### src/rtl/bitplane_dot.sv
module bitplane_dot #(
  parameter int LEN  = 16,
  parameter int MAXM = 8,
  parameter int MAXN = 8
) (
  input  logic                                         clk,
  input  logic                                         rst_n,
  input  logic                                         ld_en,
  input  logic                                         ld_sel,
  input  logic [$clog2((MAXM > MAXN ? MAXM : MAXN)+1)-1:0] ld_idx,
  input  logic [LEN-1:0]                               ld_vec,
  input  logic                                         start,
  input  logic                                         mode,
  input  logic [$clog2(MAXM+1)-1:0]                    act_bits,
  input  logic [$clog2(MAXN+1)-1:0]                    wgt_bits,
  input  logic [$clog2($clog2(LEN)+1)-1:0]             pool_shift,
  output logic                                         busy,
  output logic                                         done,
  output logic [MAXM+MAXN+$clog2(LEN+1)-1:0]           result
);
  localparam int PW   = $clog2((MAXM > MAXN ? MAXM : MAXN)+1);
  localparam int MW   = $clog2(MAXM+1);
  localparam int NW   = $clog2(MAXN+1);
  localparam int MIW  = $clog2(MAXM);
  localparam int NIW  = $clog2(MAXN);
  localparam int CW   = $clog2(LEN+1);
  localparam int SW   = $clog2(MAXM+MAXN);
  localparam int SHW  = $clog2($clog2(LEN)+1);
  localparam int ACCW = MAXM+MAXN+CW;

  logic [LEN-1:0] act_pl [MAXM];
  logic [LEN-1:0] wgt_pl [MAXN];

  logic [MIW-1:0] m_q, m_last;
  logic [NIW-1:0] n_q, n_last;
  logic           mode_q;
  logic [SHW-1:0] shift_q;
  logic [ACCW-1:0] acc_q;

  function automatic logic [CW-1:0] popc(input logic [LEN-1:0] v);
    logic [CW-1:0] c;
    c = '0;
    for (int i = 0; i < LEN; i++) c = c + CW'(v[i]);
    return c;
  endfunction

  logic [MW-1:0]  m_eff;
  logic [NW-1:0]  n_eff;
  logic [LEN-1:0] pair;
  logic [SW-1:0]  sh;
  logic [ACCW-1:0] acc_nx;

  assign m_eff  = (act_bits == '0) ? MW'(1) : (act_bits > MW'(MAXM)) ? MW'(MAXM) : act_bits;
  assign n_eff  = (wgt_bits == '0) ? NW'(1) : (wgt_bits > NW'(MAXN)) ? NW'(MAXN) : wgt_bits;
  assign pair   = act_pl[m_q] & wgt_pl[n_q];
  assign sh     = SW'(m_q) + SW'(n_q);
  assign acc_nx = acc_q + (ACCW'(popc(pair)) << sh);

  always_ff @(posedge clk or negedge rst_n) begin
    if (!rst_n) begin
      for (int i = 0; i < MAXM; i++) act_pl[i] <= '0;
      for (int i = 0; i < MAXN; i++) wgt_pl[i] <= '0;
    end else if (ld_en && !busy) begin
      if (!ld_sel && ld_idx < PW'(MAXM)) act_pl[ld_idx[MIW-1:0]] <= ld_vec;
      if (ld_sel && ld_idx < PW'(MAXN)) wgt_pl[ld_idx[NIW-1:0]] <= ld_vec;
    end
  end

  always_ff @(posedge clk or negedge rst_n) begin
    if (!rst_n) begin
      busy    <= 1'b0;
      done    <= 1'b0;
      result  <= '0;
      acc_q   <= '0;
      m_q     <= '0;
      n_q     <= '0;
      m_last  <= '0;
      n_last  <= '0;
      mode_q  <= 1'b0;
      shift_q <= '0;
    end else begin
      done <= 1'b0;
      if (!busy) begin
        if (start) begin
          busy    <= 1'b1;
          acc_q   <= '0;
          m_q     <= '0;
          n_q     <= '0;
          m_last  <= MIW'(m_eff - MW'(1));
          n_last  <= mode ? '0 : NIW'(n_eff - NW'(1));
          mode_q  <= mode;
          shift_q <= pool_shift;
        end
      end else begin
        acc_q <= acc_nx;
        if (n_q == n_last) begin
          n_q <= '0;
          if (m_q == m_last) begin
            busy   <= 1'b0;
            done   <= 1'b1;
            result <= mode_q ? (acc_nx >> shift_q) : acc_nx;
          end else begin
            m_q <= m_q + 1'b1;
          end
        end else begin
          n_q <= n_q + 1'b1;
        end
      end
    end
  end
endmodule

### config.mk
export PLATFORM = sky130hd
export DESIGN_NAME = bitplane_dot
export DESIGN_NICKNAME = d
export VERILOG_FILES = /design/src/rtl/bitplane_dot.sv
export SDC_FILE = /design/constraint.sdc
export NUM_CORES = 1
export LEC_CHECK = 0
export BUFFER_PORTS_ARGS = -buffer_cell sky130_fd_sc_hd__buf_2
export CORE_AREA = 2 2 205 156
export DETAILED_ROUTE_END_ITERATION = 10
export DIE_AREA = 0 0 207 158
export PLACE_DENSITY = 0.72
export SETUP_SLACK_MARGIN = 0.02
export SLEW_MARGIN = 10
export SYNTH_ARGS = -nofsm -noshare
export SYNTH_HDL_FRONTEND = slang
export SYNTH_SLANG_ARGS = --single-unit
### constraint.sdc
create_clock -name clk -period 8.44 [get_ports clk]
set_input_delay 0.844 -clock clk [delete_from_list [all_inputs] [get_ports clk]]
set_output_delay 0.844 -clock clk [all_outputs]
set_load 0.005 [all_outputs]
==> flow_summary_export.csv <==
group,metric,value,unit
outcome,status,"completed",
setup_path,crit_fanout,13,
setup_path,cpMaxStageDelayCell,"fa_1",
floorplan,die_w,207,um
setup_path,start_kind,"flop",
routing,wl_per_cell,23.3,um
yosys,synth_ff_type,"dfrtp_1",
routing,drt-met1-wl,19.6,mm
finish,nets,1411,
yosys,netlist_area,16700,um2
clock_tree,clk_latency,580,ps
place,gp_congestion,0.945,
sta,fin_setup_tns,0,ps
sta,slew_headroom,23.6,%
routing,viasPerCell,6.25,
floorplan,die_y,158,um
setup_path,critPathArrivalTime,8490,ps
setup_path,crit_required,8900,ps
place,placed_area,17400,um2
power_and_ir_drop,cellPowerDensity,325,nW/um2
clock_tree,cts_buffer_depth,3,
clock_tree,cts_buffers,31,
finish,n_fill_cell,2408,
finish,layout_commonest_cell,"dfrtp_1",
sta,final.period_utilization,95.1,%
sta,finalHoldViolations,0,
sta,fin_skew,22.0,ps
yosys,ys_types,70,
routing,drc,0,
sta,holdWs,308,ps
setup_path,end_kind,"flop",
yosys,yosys_warnings,0,
global_route,first_global_vias,11000,
worst_hold_path,holdCritPathClass,"input port to asynchronous set/reset pin",
yosys,avgSynthCellArea,12.9,um2
clock_tree,cts_sinks,316,
sta,setup_viol,0,
place,place_hpwl,27.0,mm
routing,route.met3.wl,3.11,mm
yosys,synth-edff-count,0,
global_route,grt_max_degree,152,
routing,drtIter0Drc,1089,
place,io_buffers,59,
finish,mostFrequentLayoutCells,"312 x dfrtp_1, 284 x mux2_2, 71 x mux4_2",
floorplan,ios,60,
global_route,grt-ovfl-total,0,
yosys,syn_nets,1374,
finish,postLayoutCellArea,18600,um2
finish,drive_above_1_share,39.1,%
yosys,synthCells,1293,
sta,clock.fmax,125,MHz
clock_tree,clk_pin_slew,60,ps
routing,postRouteAntennaNets,0,
power_and_ir_drop,peakVddDrop,0.000194,V
routing,routed_wl,41.1,mm
global_route,antenna_found_initial,3,
routing,met2_length,17.6,mm
yosys,async_flop_share,100,%
setup_path,path_common_cell,"fa_1",
global_route,grt_use_total,25.5,%
floorplan,start_util,54.1,%
floorplan,core.rowCount,56,
yosys,synth-seq-cells,316,
sta,rsz0062_at_grt,"false",
floorplan,core_area,30800,um2
setup_path,critPathMaxStageDelay,550,ps
routing,top_layer,"met5",
routing,via_count,11000,
routing,firstDrtPassIters,8,
sta,final-max-slew-violation-count,0,
floorplan,dieArea,32700,um2
global_route,grt_pass1_wl,64.9,mm
power_and_ir_drop,leakagePower,8.78,nW
run,cap_violations,0,
clock_tree,cts_tree,"built",
clock_tree,root_buffer,"clkbuf_16",
yosys,ys_seq_area_share,47.4,%
sta,tightest_slew,1140,ps
finish,area_growth,11.7,%
clock_tree,htreeDepth,1,
setup_path,critical_path_class,"flop to flop",
sta,period_needed,8030,ps
==> where the power goes <==
part | internal (W) | switching (W) | total (W)
Clock | 0.000926 | 0.000595 | 0.00152
Sequential | 0.00180 | 0.000224 | 0.00202
Combinational | 0.00112 | 0.00139 | 0.00251
==> per-layer routing <==
metal,vias to the layer above,global-route usage (%)
met5,-,0
met4,2,5.61
met3,62,5.32
met2,354,36.9
met1,5725,39.6
li1,4878,-
==> synthesized netlist by cell type, types with 7 or more instances <==
cell,count,area [um2]
o22ai_1,7,43.8
inv_1,29,109
a22o_1,18,158
nand2_1,62,233
nand2b_1,22,138
mux4_2,71,1600
a211oi_1,10,75.1
a21oi_1,29,145
nor2b_1,7,43.8
mux2_2,284,3200
xor2_1,14,123
o21ai_0,40,200
xnor2_1,15,131
buf_1,8,30.0
buf_2,11,55.1
o211ai_1,23,173
nand3_1,16,80.1
ha_1,32,400
fa_1,12,240
nor2_1,64,240
a21o_1,12,90.1
clkbuf_1,64,240
dfrtp_1,316,7910
mux2i_1,19,190
nor3_1,10,50.1
==> stage by stage <==
step | power [W] | setup slack, ps | std cells | util [%]
after floorplan | 0.00377 | 399 | 1293 | -
after global routing | 0.00639 | 81.7 | 1760 | 60.4
after CTS | 0.00599 | 307 | 1755 | 60.1
after detailed placement | 0.00445 | 334 | 1698 | 56.5
final | 0.00605 | 413 | 1762 | 60.4
after global placement | 0.00440 | 496 | 1698 | 56.5
==> cell families after synthesis <==
logic type	after synthesis	synth area share (%)
multiplexers	374	29.9
flip-flops	316	47.4
AND/OR/NAND/NOR	217	6.19
AO/OA/AOI/OAI	197	8.26
buffers and inverters	116	2.81
adder cells (fa/ha/maj)	44	3.84
XOR/XNOR	29	1.52
==> final timing paths <==
check	from	end	slack (ps)	depth (start not counted)
worst max-delay path	m_q[0]$_DFFE_PN0P_	result[7]$_DFFE_PN0P_	410	27
worst min-delay path	rst_n	act_pl[112]$_DFFE_PN0P_	310	1
worst max register to register	m_q[0]$_DFFE_PN0P_	result[7]$_DFFE_PN0P_	410	27
worst min register to register	result[1]$_DFFE_PN0P_	result[1]$_DFFE_PN0P_	490	2
max in group asynchronous	rst_n	n_last[2]$_DFFE_PN0P_	6750	2
min in group clk	result[1]$_DFFE_PN0P_	result[1]$_DFFE_PN0P_	490	2
==> state kept, by name, indices dropped and copies added (netlist names), 3 cells and up <==
signal,cells
n_q,3
acc_q,21
wgt_pl,128
m_q,3
result,21
shift_q,3
n_last,3
m_last,3
act_pl,128
==> final cells by class <==
class	count	area (um2)	share of cell area (%)
Inverter	30	113	0.605
Clock inverter	12	214	1.15
Antenna cell	2	5.00	0.0269
Tap cell	406	508	2.73
Sequential cell	316	7910	42.5
Clock buffer	45	908	4.88
Timing Repair Buffer	90	622	3.34
Multi-Input combinational cell	861	8340	44.8
==> worst max-delay path, delay by kind of cell (launching register included) <==
family / cells / cell delay [ps]
simple gates: 4 / 780
xor+xnor: 1 / 200
fa+ha+maj: 7 / 3040
compound gates: 7 / 1630
buf+inv: 5 / 500
mux: 3 / 1330
flops: 1 / 440
==> timing repair <==
item | 4_1_cts | 5_1_grt
setup endpoints to repair | 0 | 11
hold buffers | 0 | 0
setup buffers | 0 | 4
resized for setup | 0 | 5
Note: power is estimated with default switching activity, not from simulation.
